$ cat config.mk
export PLATFORM = sky130hd
export DESIGN_NAME = lb_balancer
export DESIGN_NICKNAME = d
export VERILOG_FILES = /design/src/rtl/lb_pkg.sv /design/src/rtl/lb_total.sv /design/src/rtl/lb_classify.sv /design/src/rtl/lb_pair.sv /design/src/rtl/lb_balancer.sv
export SDC_FILE = /design/constraint.sdc
export NUM_CORES = 1
export LEC_CHECK = 0
export ABC_AREA = 1
export BUFFER_PORTS_ARGS = -buffer_cell sky130_fd_sc_hd__buf_2
export CORE_ASPECT_RATIO = 0.7
export CORE_MARGIN = 2
export CORE_UTILIZATION = 66
export CTS_CLUSTER_SIZE = 12
export DETAILED_ROUTE_END_ITERATION = 10
export GPL_TIMING_DRIVEN = 1
export PLACE_DENSITY = 0.88
export SLEW_MARGIN = 20
export SYNTH_ARGS = -nofsm -noshare
export SYNTH_HDL_FRONTEND = slang
export SYNTH_SLANG_ARGS = --single-unit
$ cat constraint.sdc
create_clock -name clk -period 22.6 [get_ports clk]
set_clock_uncertainty 0.05 [all_clocks]
set_input_delay 4.52 -clock clk [delete_from_list [all_inputs] [get_ports clk]]
set_output_delay 4.52 -clock clk [all_outputs]
set_load 0.03 [all_outputs]
$ cat src/rtl/lb_pkg.sv
package lb_pkg;
    typedef enum logic [2:0] {
        ST_IDLE   = 3'd0,
        ST_SUM    = 3'd1,
        ST_DIST   = 3'd2,
        ST_REDIST = 3'd3,
        ST_DONE   = 3'd4
    } lb_state_e;
endpackage

$ cat src/rtl/lb_total.sv
module lb_total #(
    parameter int N  = 8,
    parameter int CW = 8,
    parameter int TW = 11
) (
    input  logic [N*CW-1:0] cnt,
    output logic [TW-1:0]   total
);
    always_comb begin
        total = '0;
        for (int i = 0; i < N; i++) begin
            total = total + TW'(cnt[i*CW +: CW]);
        end
    end
endmodule

$ cat src/rtl/lb_classify.sv
module lb_classify #(
    parameter int N  = 8,
    parameter int CW = 8
) (
    input  logic [N*CW-1:0] cnt,
    input  logic [CW-1:0]   avg,
    input  logic            redist,
    output logic [N-1:0]    giver,
    output logic [N-1:0]    taker,
    output logic [N-1:0]    surplus2
);
    localparam int DW = CW + 2;
    localparam logic signed [DW-1:0] ZERO = '0;
    localparam logic signed [DW-1:0] ONE  = DW'(1);

    for (genvar g = 0; g < N; g++) begin : g_node
        logic signed [DW-1:0] delta;
        assign delta = $signed({2'b00, cnt[g*CW +: CW]}) - $signed({2'b00, avg});
        assign giver[g]    = redist ? (delta > ONE)   : (delta > ZERO);
        assign taker[g]    = redist ? (delta == ZERO) : (delta < ZERO);
        assign surplus2[g] = (delta > ONE);
    end
endmodule

$ cat src/rtl/lb_pair.sv
module lb_pair #(
    parameter int N    = 8,
    parameter int P    = 4,
    parameter int IW   = 3,
    parameter int CNTW = 4
) (
    input  logic [N-1:0]    giver,
    input  logic [N-1:0]    taker,
    output logic [P-1:0]    slot_vld,
    output logic [P*IW-1:0] slot_src,
    output logic [P*IW-1:0] slot_dst,
    output logic [N-1:0]    send_mask,
    output logic [N-1:0]    recv_mask
);
    logic [CNTW-1:0] n_give, n_take, width;
    logic [CNTW-1:0] r_give, r_take;

    always_comb begin
        n_give   = '0;
        n_take   = '0;
        slot_src = '0;
        slot_dst = '0;
        for (int i = 0; i < N; i++) begin
            for (int k = 0; k < P; k++) begin
                if (giver[i] && n_give == CNTW'(k)) slot_src[k*IW +: IW] = IW'(i);
                if (taker[i] && n_take == CNTW'(k)) slot_dst[k*IW +: IW] = IW'(i);
            end
            if (giver[i]) n_give = n_give + 1'b1;
            if (taker[i]) n_take = n_take + 1'b1;
        end
        width = (n_give < n_take) ? n_give : n_take;
        for (int k = 0; k < P; k++) begin
            slot_vld[k] = (CNTW'(k) < width);
            if (!slot_vld[k]) begin
                slot_src[k*IW +: IW] = '0;
                slot_dst[k*IW +: IW] = '0;
            end
        end
        r_give = '0;
        r_take = '0;
        for (int i = 0; i < N; i++) begin
            send_mask[i] = giver[i] && (r_give < width);
            recv_mask[i] = taker[i] && (r_take < width);
            if (giver[i]) r_give = r_give + 1'b1;
            if (taker[i]) r_take = r_take + 1'b1;
        end
    end
endmodule

$ cat src/rtl/lb_balancer.sv
module lb_balancer
    import lb_pkg::*;
#(
    parameter int N  = 8,
    parameter int CW = 8,
    parameter int P  = N / 2,
    parameter int IW = $clog2(N)
) (
    input  logic            clk,
    input  logic            rst_n,
    input  logic            start,
    input  logic [N*CW-1:0] load_in,
    output logic [P-1:0]    xfer_vld,
    output logic [P*IW-1:0] xfer_src,
    output logic [P*IW-1:0] xfer_dst,
    output logic            xfer_redist,
    output logic            busy,
    output logic            done,
    output logic [N*CW-1:0] count_out,
    output logic [CW-1:0]   avg_out
);
    localparam int LOG2N = $clog2(N);
    localparam int TW    = CW + LOG2N;
    localparam int CNTW  = $clog2(N + 1);

    typedef struct packed {
        lb_state_e        st;
        logic [N*CW-1:0]  cnt;
        logic [CW-1:0]    avg;
        logic [P-1:0]     vld;
        logic [P*IW-1:0]  src;
        logic [P*IW-1:0]  dst;
        logic             ph;
    } lb_reg_t;

    lb_reg_t r_q, r_d;

    logic [TW-1:0]   total;
    logic [N-1:0]    giver, taker, surplus2;
    logic [P-1:0]    slot_vld;
    logic [P*IW-1:0] slot_src, slot_dst;
    logic [N-1:0]    send_mask, recv_mask;
    logic            in_trim;

    assign in_trim = (r_q.st == ST_REDIST);

    lb_total #(.N(N), .CW(CW), .TW(TW)) total_i (
        .cnt   (r_q.cnt),
        .total (total)
    );

    lb_classify #(.N(N), .CW(CW)) class_i (
        .cnt      (r_q.cnt),
        .avg      (r_q.avg),
        .redist   (in_trim),
        .giver    (giver),
        .taker    (taker),
        .surplus2 (surplus2)
    );

    lb_pair #(.N(N), .P(P), .IW(IW), .CNTW(CNTW)) pair_i (
        .giver     (giver),
        .taker     (taker),
        .slot_vld  (slot_vld),
        .slot_src  (slot_src),
        .slot_dst  (slot_dst),
        .send_mask (send_mask),
        .recv_mask (recv_mask)
    );

    always_comb begin
        r_d     = r_q;
        r_d.vld = '0;
        unique case (r_q.st)
            ST_IDLE, ST_DONE: begin
                if (start) begin
                    r_d.cnt = load_in;
                    r_d.src = '0;
                    r_d.dst = '0;
                    r_d.ph  = 1'b0;
                    r_d.st  = ST_SUM;
                end
            end
            ST_SUM: begin
                r_d.avg = total[LOG2N +: CW];
                r_d.st  = ST_DIST;
            end
            ST_DIST, ST_REDIST: begin
                if (|slot_vld) begin
                    for (int i = 0; i < N; i++) begin
                        if (send_mask[i])
                            r_d.cnt[i*CW +: CW] = r_q.cnt[i*CW +: CW] - 1'b1;
                        else if (recv_mask[i])
                            r_d.cnt[i*CW +: CW] = r_q.cnt[i*CW +: CW] + 1'b1;
                    end
                    r_d.vld = slot_vld;
                    r_d.src = slot_src;
                    r_d.dst = slot_dst;
                    r_d.ph  = in_trim;
                end else if (!in_trim && (|surplus2)) begin
                    r_d.st = ST_REDIST;
                end else begin
                    r_d.st = ST_DONE;
                end
            end
            default: r_d.st = ST_IDLE;
        endcase
    end

    always_ff @(posedge clk or negedge rst_n) begin
        if (!rst_n) r_q <= '0;
        else        r_q <= r_d;
    end

    assign xfer_vld    = r_q.vld;
    assign xfer_src    = r_q.src;
    assign xfer_dst    = r_q.dst;
    assign xfer_redist = r_q.ph;
    assign busy        = (r_q.st == ST_SUM) || (r_q.st == ST_DIST) || (r_q.st == ST_REDIST);
    assign done        = (r_q.st == ST_DONE);
    assign count_out   = r_q.cnt;
    assign avg_out     = r_q.avg;
endmodule

# Word-level counts from Yosys, hierarchy flattened
# Index checks and enable logic that the tools add are counted.
[totals]
register_bits = 104
input_bits = 67
output_inout_bits = 103
elab_cells = 396
[op_classes]
addsub = 45
magnitude_cmp = 43
eq_ne = 57
mux = 123
n_reduce_logical = 114
[ops]
columns = ["op", "n"]
rows = [
  ["8-bit two-way mux", 16],
  ["64-bit case mux with 2 select lines", 1],
  ["3-bit two-way mux", 42],
  ["4-bit by 2-bit equality test with 1-bit output (second input constant)", 24],
  ["10-bit by 1-bit greater-than comparator with 1-bit output (second input constant)", 8],
  ["10-bit by 2-bit greater-than comparator with 1-bit output (second input constant)", 8],
  ["10-bit logical NOT", 8],
  ["10-bit by 1-bit less-than comparator with 1-bit output (second input constant)", 8],
  ["1-bit logical AND", 73],
  ["8-bit by 8-bit subtractor with 9-bit output", 8],
  ["67-bit two-way mux", 1],
  ["11-bit by 8-bit adder with 11-bit output", 6],
  ["8-bit by 1-bit adder with 8-bit output (second input constant)", 8],
  ["4-bit two-way mux", 16],
  ["64-bit two-way mux", 1],
  ["8-bit by 1-bit subtractor with 8-bit output (second input constant)", 8],
  ["4-bit logical NOT", 14],
  ["4-bit less-than comparator", 13],
  ["25-bit case mux with 2 select lines", 1],
  ["4-bit by 1-bit adder with 4-bit output (second input constant)", 12],
  ["4-bit by 1-bit equality test with 1-bit output (second input constant)", 12],
  ["2-bit two-way mux", 16],
  ["4-bit AND reduction", 8],
  ["29-bit two-way mux", 1],
  ["24 further kinds", 69],
]

# Longest topological paths before layout
[logic_depth]
word_depth = 26
mapped_depth = 74
depth_no_buf = 74

# Cells and area by module
# Synthesis repeated with hierarchy kept, for this count alone.
[hier_totals]
cells_unflattened = 2670
area_unflattened_um2 = 17274.1
[by_module_without_submodules]
columns = ["module", "n_inst", "cells_each", "area_per_inst_um2", "seq_area_each_um2"]
rows = [
  ["lb_balancer", 1, 1157, 8239.2, 2602.5],
  ["lb_classify", 1, 685, 3698.5, 0.0],
  ["lb_pair", 1, 590, 3542.1, 0.0],
  ["lb_total", 1, 238, 1794.2, 0.0],
]

# Worst setup path before layout
# Ideal clock, no wire load.
[synth_path]
kind = "reg-to-reg"
start = "reg r_q, in the netlist avg_out[1]"
end = "reg r_q, in the netlist count_out[23]"
setup_ns = 0.065
arrival_time_ns = 9.027
t_required_ns = 22.485
setup_slack_ns = 13.458
path_stages_with_launch = 68
path_buffers = 0
synth_period_minus_slack_ns = 9.142
path_cell_list = "dfrtp_1 inv_1 ha_1 nand3_1 nand2_1 a21oi_1 inv_1 a21oi_1 inv_1 a21oi_1 inv_1 a21oi_1 xnor2_1 a21oi_1 o2111ai_1 nand2_1 inv_1 a21oi_1 (+32 left out) nand2_1 inv_1 ha_1 a21oi_1 nand2_1 a21oi_1 inv_1 a21oi_1 nor2_1 nor2_1 nor2_1 nor2_1 xor2_1 nand3b_1 nand3_1 nand2_1 nand2_1 nand2_1"
[synth_via]
elab_chain_len = 25
word_cells_on_any_way = 103
classes_between = "add/sub: 22; order compare: 31; eq/ne: 2; mux: 36; reduce/logical: 12"
[synth_lines]
columns = ["element", "line_no", "text"]
rows = [
  ["start, declared", "lb_balancer.sv:36", "lb_reg_t r_q, r_d;"],
  ["start signal, assigned", "lb_balancer.sv:112", "else r_q <= r_d;"],
  ["8-bit by 8-bit subtractor with 9-bit output", "lb_classify.sv:18", "assign delta = $signed({2'b00, cnt[g*CW +: CW]}) - $signed({2'b00, avg});"],
  ["10-bit by 1-bit greater-than comparator with 1-bit output, or another cell as far along", "lb_classify.sv:19", "assign giver[g] = redist ? (delta > ONE) : (delta > ZERO);"],
  ["1-bit two-way mux, on equally long branches", "lb_classify.sv:19, lb_classify.sv:20", ""],
  ["1-bit two-way mux, on equally long branches", "-", ""],
  ["1-bit by 1-bit adder with 2-bit output, on equally long branches", "lb_pair.sv:28, lb_pair.sv:29", ""],
  ["4-bit two-way mux, on equally long branches", "lb_pair.sv:44, lb_pair.sv:45", ""],
  ["4-bit by 1-bit adder with 4-bit output, on equally long branches", "-", ""],
  ["4-bit two-way mux, on equally long branches", "-", ""],
  ["(+9 left out)", "-", ""],
  ["4-bit two-way mux, on equally long branches", "lb_pair.sv:28, lb_pair.sv:29", ""],
  ["4-bit less-than comparator", "lb_pair.sv:31", "width = (n_give < n_take) ? n_give : n_take;"],
  ["4-bit two-way mux", "lb_pair.sv:31", ""],
  ["4-bit less-than comparator", "lb_pair.sv:42", "send_mask[i] = giver[i] && (r_give < width);"],
  ["1-bit logical AND", "lb_pair.sv:42", ""],
  ["8-bit two-way mux", "lb_balancer.sv:91", "if (send_mask[i])"],
  ["64-bit two-way mux", "lb_balancer.sv:89", "if (|slot_vld) begin"],
  ["64-bit case mux with 2 select lines", "lb_balancer.sv:74", "unique case (r_q.st)"],
]
# Several ways; a longest one is shown, not always the timed one. The select of a mux whose other input is x is not followed.
# A chain may end at the register's enable or synchronous reset.

# Worst setup path after layout
# Ends and elaborated chain as after synthesis.

==> impl_summary.md <==
Run status
The run finished with clean final reports.

Setup path
The kind of start point of the critical path is a register. The largest single stage delay on the critical path is 0.58 ns. For the worst setup path, the data required time is 22.86 ns. Among all stages on the critical path, the largest delay is contributed by sky130_fd_sc_hd__inv_1. The most repeated library cell on the critical path is sky130_fd_sc_hd__nand2_1. The kind of critical path is reg2reg.

The arrival time of data at the critical path endpoint is 11.76 ns. Of all nets on the critical path, the largest fanout is 13. The element type at the critical path end is a register.

Synth
The number of synthesized flops with an enable pin is 0. The fraction of registers with async set/reset is 1.00. The Yosys warning count is 0. The share of the synthesized area in the top cell type is 0.170. In the synthesized netlist the dominant register cell turns out to be sky130_fd_sc_hd__dfrtp_1.

By instance count, the leading cell after synthesis is sky130_fd_sc_hd__nand2_1. The synthesized design contains 104 register bits. The synthesized instance count is 2184.

Yosys attributes the largest share of cell area to sky130_fd_sc_hd__dfrtp_1 17%, sky130_fd_sc_hd__ha_1 14%, sky130_fd_sc_hd__nand2_1 14%. The number of distinct library cells after synthesis is 55. Averaged over all synthesized cells, the footprint is 7.00 um^2.

The netlist area before placement is 15300 um^2. By count the netlist is led by 552 x sky130_fd_sc_hd__nand2_1, 304 x sky130_fd_sc_hd__inv_1, 177 x sky130_fd_sc_hd__ha_1, 137 x sky130_fd_sc_hd__nand3_1, 135 x sky130_fd_sc_hd__nor2_1. The largest total area in the synthesized netlist belongs to sky130_fd_sc_hd__dfrtp_1. The share of the Yosys chip area taken by registers is 0.170.

Die
The x dimension of the die is 186 um. For this configuration, the core starts out at a cell density of 0.674. 170 I/O pins were placed. The placeable core region is 22700 um^2. The floorplan die height is 131 um.

The area of the die is 24400 um^2. The floorplan has 46 rows.

Cells and area
The repair_antennas step left the layout with diodes totalling 0. The finished layout holds 2559 standard cells, fillers aside. After the last flow step, the layout net total stands at 2540. The share of final-layout standard cells stronger than drive strength 1 is 0.155. The layout overhead on the synthesized area is 4.30%.

Timing
Derived from the worst setup path, the maximum achievable clock frequency is 87.0 MHz. Dividing the final minimum period by the clock period gives 0.509. Setup violations remaining at the end of the flow were counted as 0.

The worst relative slew slack is 0.437. The number of pins with negative max-slew slack in the final report is 0. The worst-margin pin slew is 0.844 ns.

The final hold violation count was 0. Setup repair after global routing left no endpoint under its margin. The shortest period the worst path allows is 11.50 ns. The worst setup margin is 11.10 ns.

Summed over all failing endpoints, the final setup total negative slack is 0 ns.

Detailed routing
After detailed routing, the total wire length is 45000 um. The detailed-route via count is 14800. The first routing iteration left 1454 violations. The first-pass iteration count of the detailed router is 6. The antenna violation net count after detailed routing is 0. After detailed routing, the average wire length per cell comes to 17.6 um. The number of DRC violations after detailed routing is 0. The routed via count divided by cell count is 5.79.

Place
The HPWL after detailed placement is 36700 um. The routability congestion estimate is 1.01. The count of buffers added on input and output ports is 169.

Once placement completed, the tool counted placed cells totaling 2543. Prior to clock tree synthesis, the placed netlist has a worst setup slack of 11.46 ns.

Clocking
CTS built an H-tree with a depth of 3. The number of clock buffers inserted by TritonCTS is 9. The number of instances resized during post-cts repair is 0. After clock tree synthesis, the clock-pin slew on the worst setup and hold paths is 0.08 ns. The clock latency reported for the late side of the worst-skew pair is 0.37 ns. The library cell used as clock root buffer is sky130_fd_sc_hd__clkbuf_16. The post-CTS setup-driven buffer insertion count is 0. The maximum count of clock buffers along a single path is 2. TritonCTS built the clock tree. The quantity of hold-fixing buffers added after cts is 0. For this design, the sink count on the clock tree is 104.

Global routing
The maximum number of pins on one net before global-route repair is 58. The overall global routing resource usage is 0.375. The remaining global-route overflow is 0. The initial antenna violation count came to 0. The number of global-route vias before repair is 13800. The first-pass GRT wire length is 71500 um.

Flow run
The max-capacitance violation count is 0.

Worst hold path
The worst hold-check path type is reg2reg.
## registers in the layout (all words and copies together) (netlist names)
signal / count
count_out: 64
xfer_dst: 12
xfer_src: 12
avg_out: 8
xfer_vld: 4
r_q: 3
xfer_redist: 1
## routing by layer
| metal | track usage | part of all wire | up-vias | wire, um |
|---|---|---|---|---|
| met4 | 0.112 | 0.031 | 0 | 1380 |
| met2 | 0.552 | 0.42 | 849 | 18800 |
| met5 | 0 | 0 | - | 0 |
| met3 | 0.0984 | 0.12 | 108 | 5300 |
| met1 | 0.537 | 0.43 | 6838 | 19500 |
| li1 | - | - | 7017 | - |
## cells by family after synthesis
kind of cell / Yosys count / synth area share
multiplexers: 18 / 0.0118
adder cells (fa/ha/maj): 231 / 0.216
buffers and inverters: 448 / 0.140
AO/OA/AOI/OAI: 308 / 0.114
other: 1 / 0.000245
XOR/XNOR: 74 / 0.0429
flip-flops: 104 / 0.170
AND/OR/NAND/NOR: 1000 / 0.305
## stage by stage
step / hold slack [ns] / util / instance area (um^2)
2_1_floorplan: 0.393 / - / 15300
3_3_place_gp: 0.403 / 0.689 / 15600
3_5_place_dp: 0.413 / 0.689 / 15600
4_1_cts: 0.431 / 0.703 / 15900
5_1_grt: 0.451 / 0.703 / 15900
6_report: 0.433 / 0.703 / 15900
## layout make-up
| type | count | area [um^2] |
|---|---|---|
| Fill cell | 1975 | 6730 |
| Clock inverter | 7 | 92.6 |
| Tap cell | 312 | 390 |
| Multi-Input combinational cell | 1633 | 10600 |
| Clock buffer | 9 | 225 |
| Inverter | 322 | 1210 |
| Timing Repair Buffer | 172 | 871 |
| Sequential cell | 104 | 2600 |
## final timing paths
kind | cells after the start | startpoint | slack [ns] | endpoint
worst max-delay path | 66 | avg_out[1] | 11.10 | count_out[23]
worst min-delay path | 2 | xfer_redist | 0.43 | xfer_redist
worst max register to register | 66 | avg_out[1] | 11.10 | count_out[23]
worst min register to register | 2 | xfer_redist | 0.43 | xfer_redist
max in group asynchronous | 2 | rst_n | 17.16 | xfer_dst[1]
min in group asynchronous | 1 | rst_n | 4.18 | count_out[59]
## cells in the final DEF (no fill, tap or decap), drive strengths merged, types with 5 or more instances in the layout
| master | count |
|---|---|
| a31oi | 5 |
| mux2i | 18 |
| a22o | 9 |
| or2 | 10 |
| clkbuf | 9 |
| nand3 | 159 |
| ha | 177 |
| nor2 | 149 |
| clkinv | 5 |
| inv | 323 |
| xor2 | 45 |
| nand4 | 17 |
| dfrtp | 104 |
| nand3b | 6 |
| xnor2 | 29 |
| a21oi | 121 |
| o21ai | 136 |
| o21a | 6 |
| nand2 | 632 |
| o21bai | 10 |
| nor3 | 18 |
| fa | 54 |
| buf | 172 |
## worst max-delay path: cells and delay by family (launching register included)
| kind | cells | cell delay [ns] |
|---|---|---|
| simple gates | 27 | 3.23 |
| flops | 1 | 0.50 |
| buf+inv | 14 | 1.86 |
| compound gates | 13 | 2.59 |
| fa+ha+maj | 9 | 2.76 |
| xor+xnor | 3 | 0.41 |
Power is not shown: default switching activity piles up to over one toggle a cycle in this logic, so the estimate is an artifact.
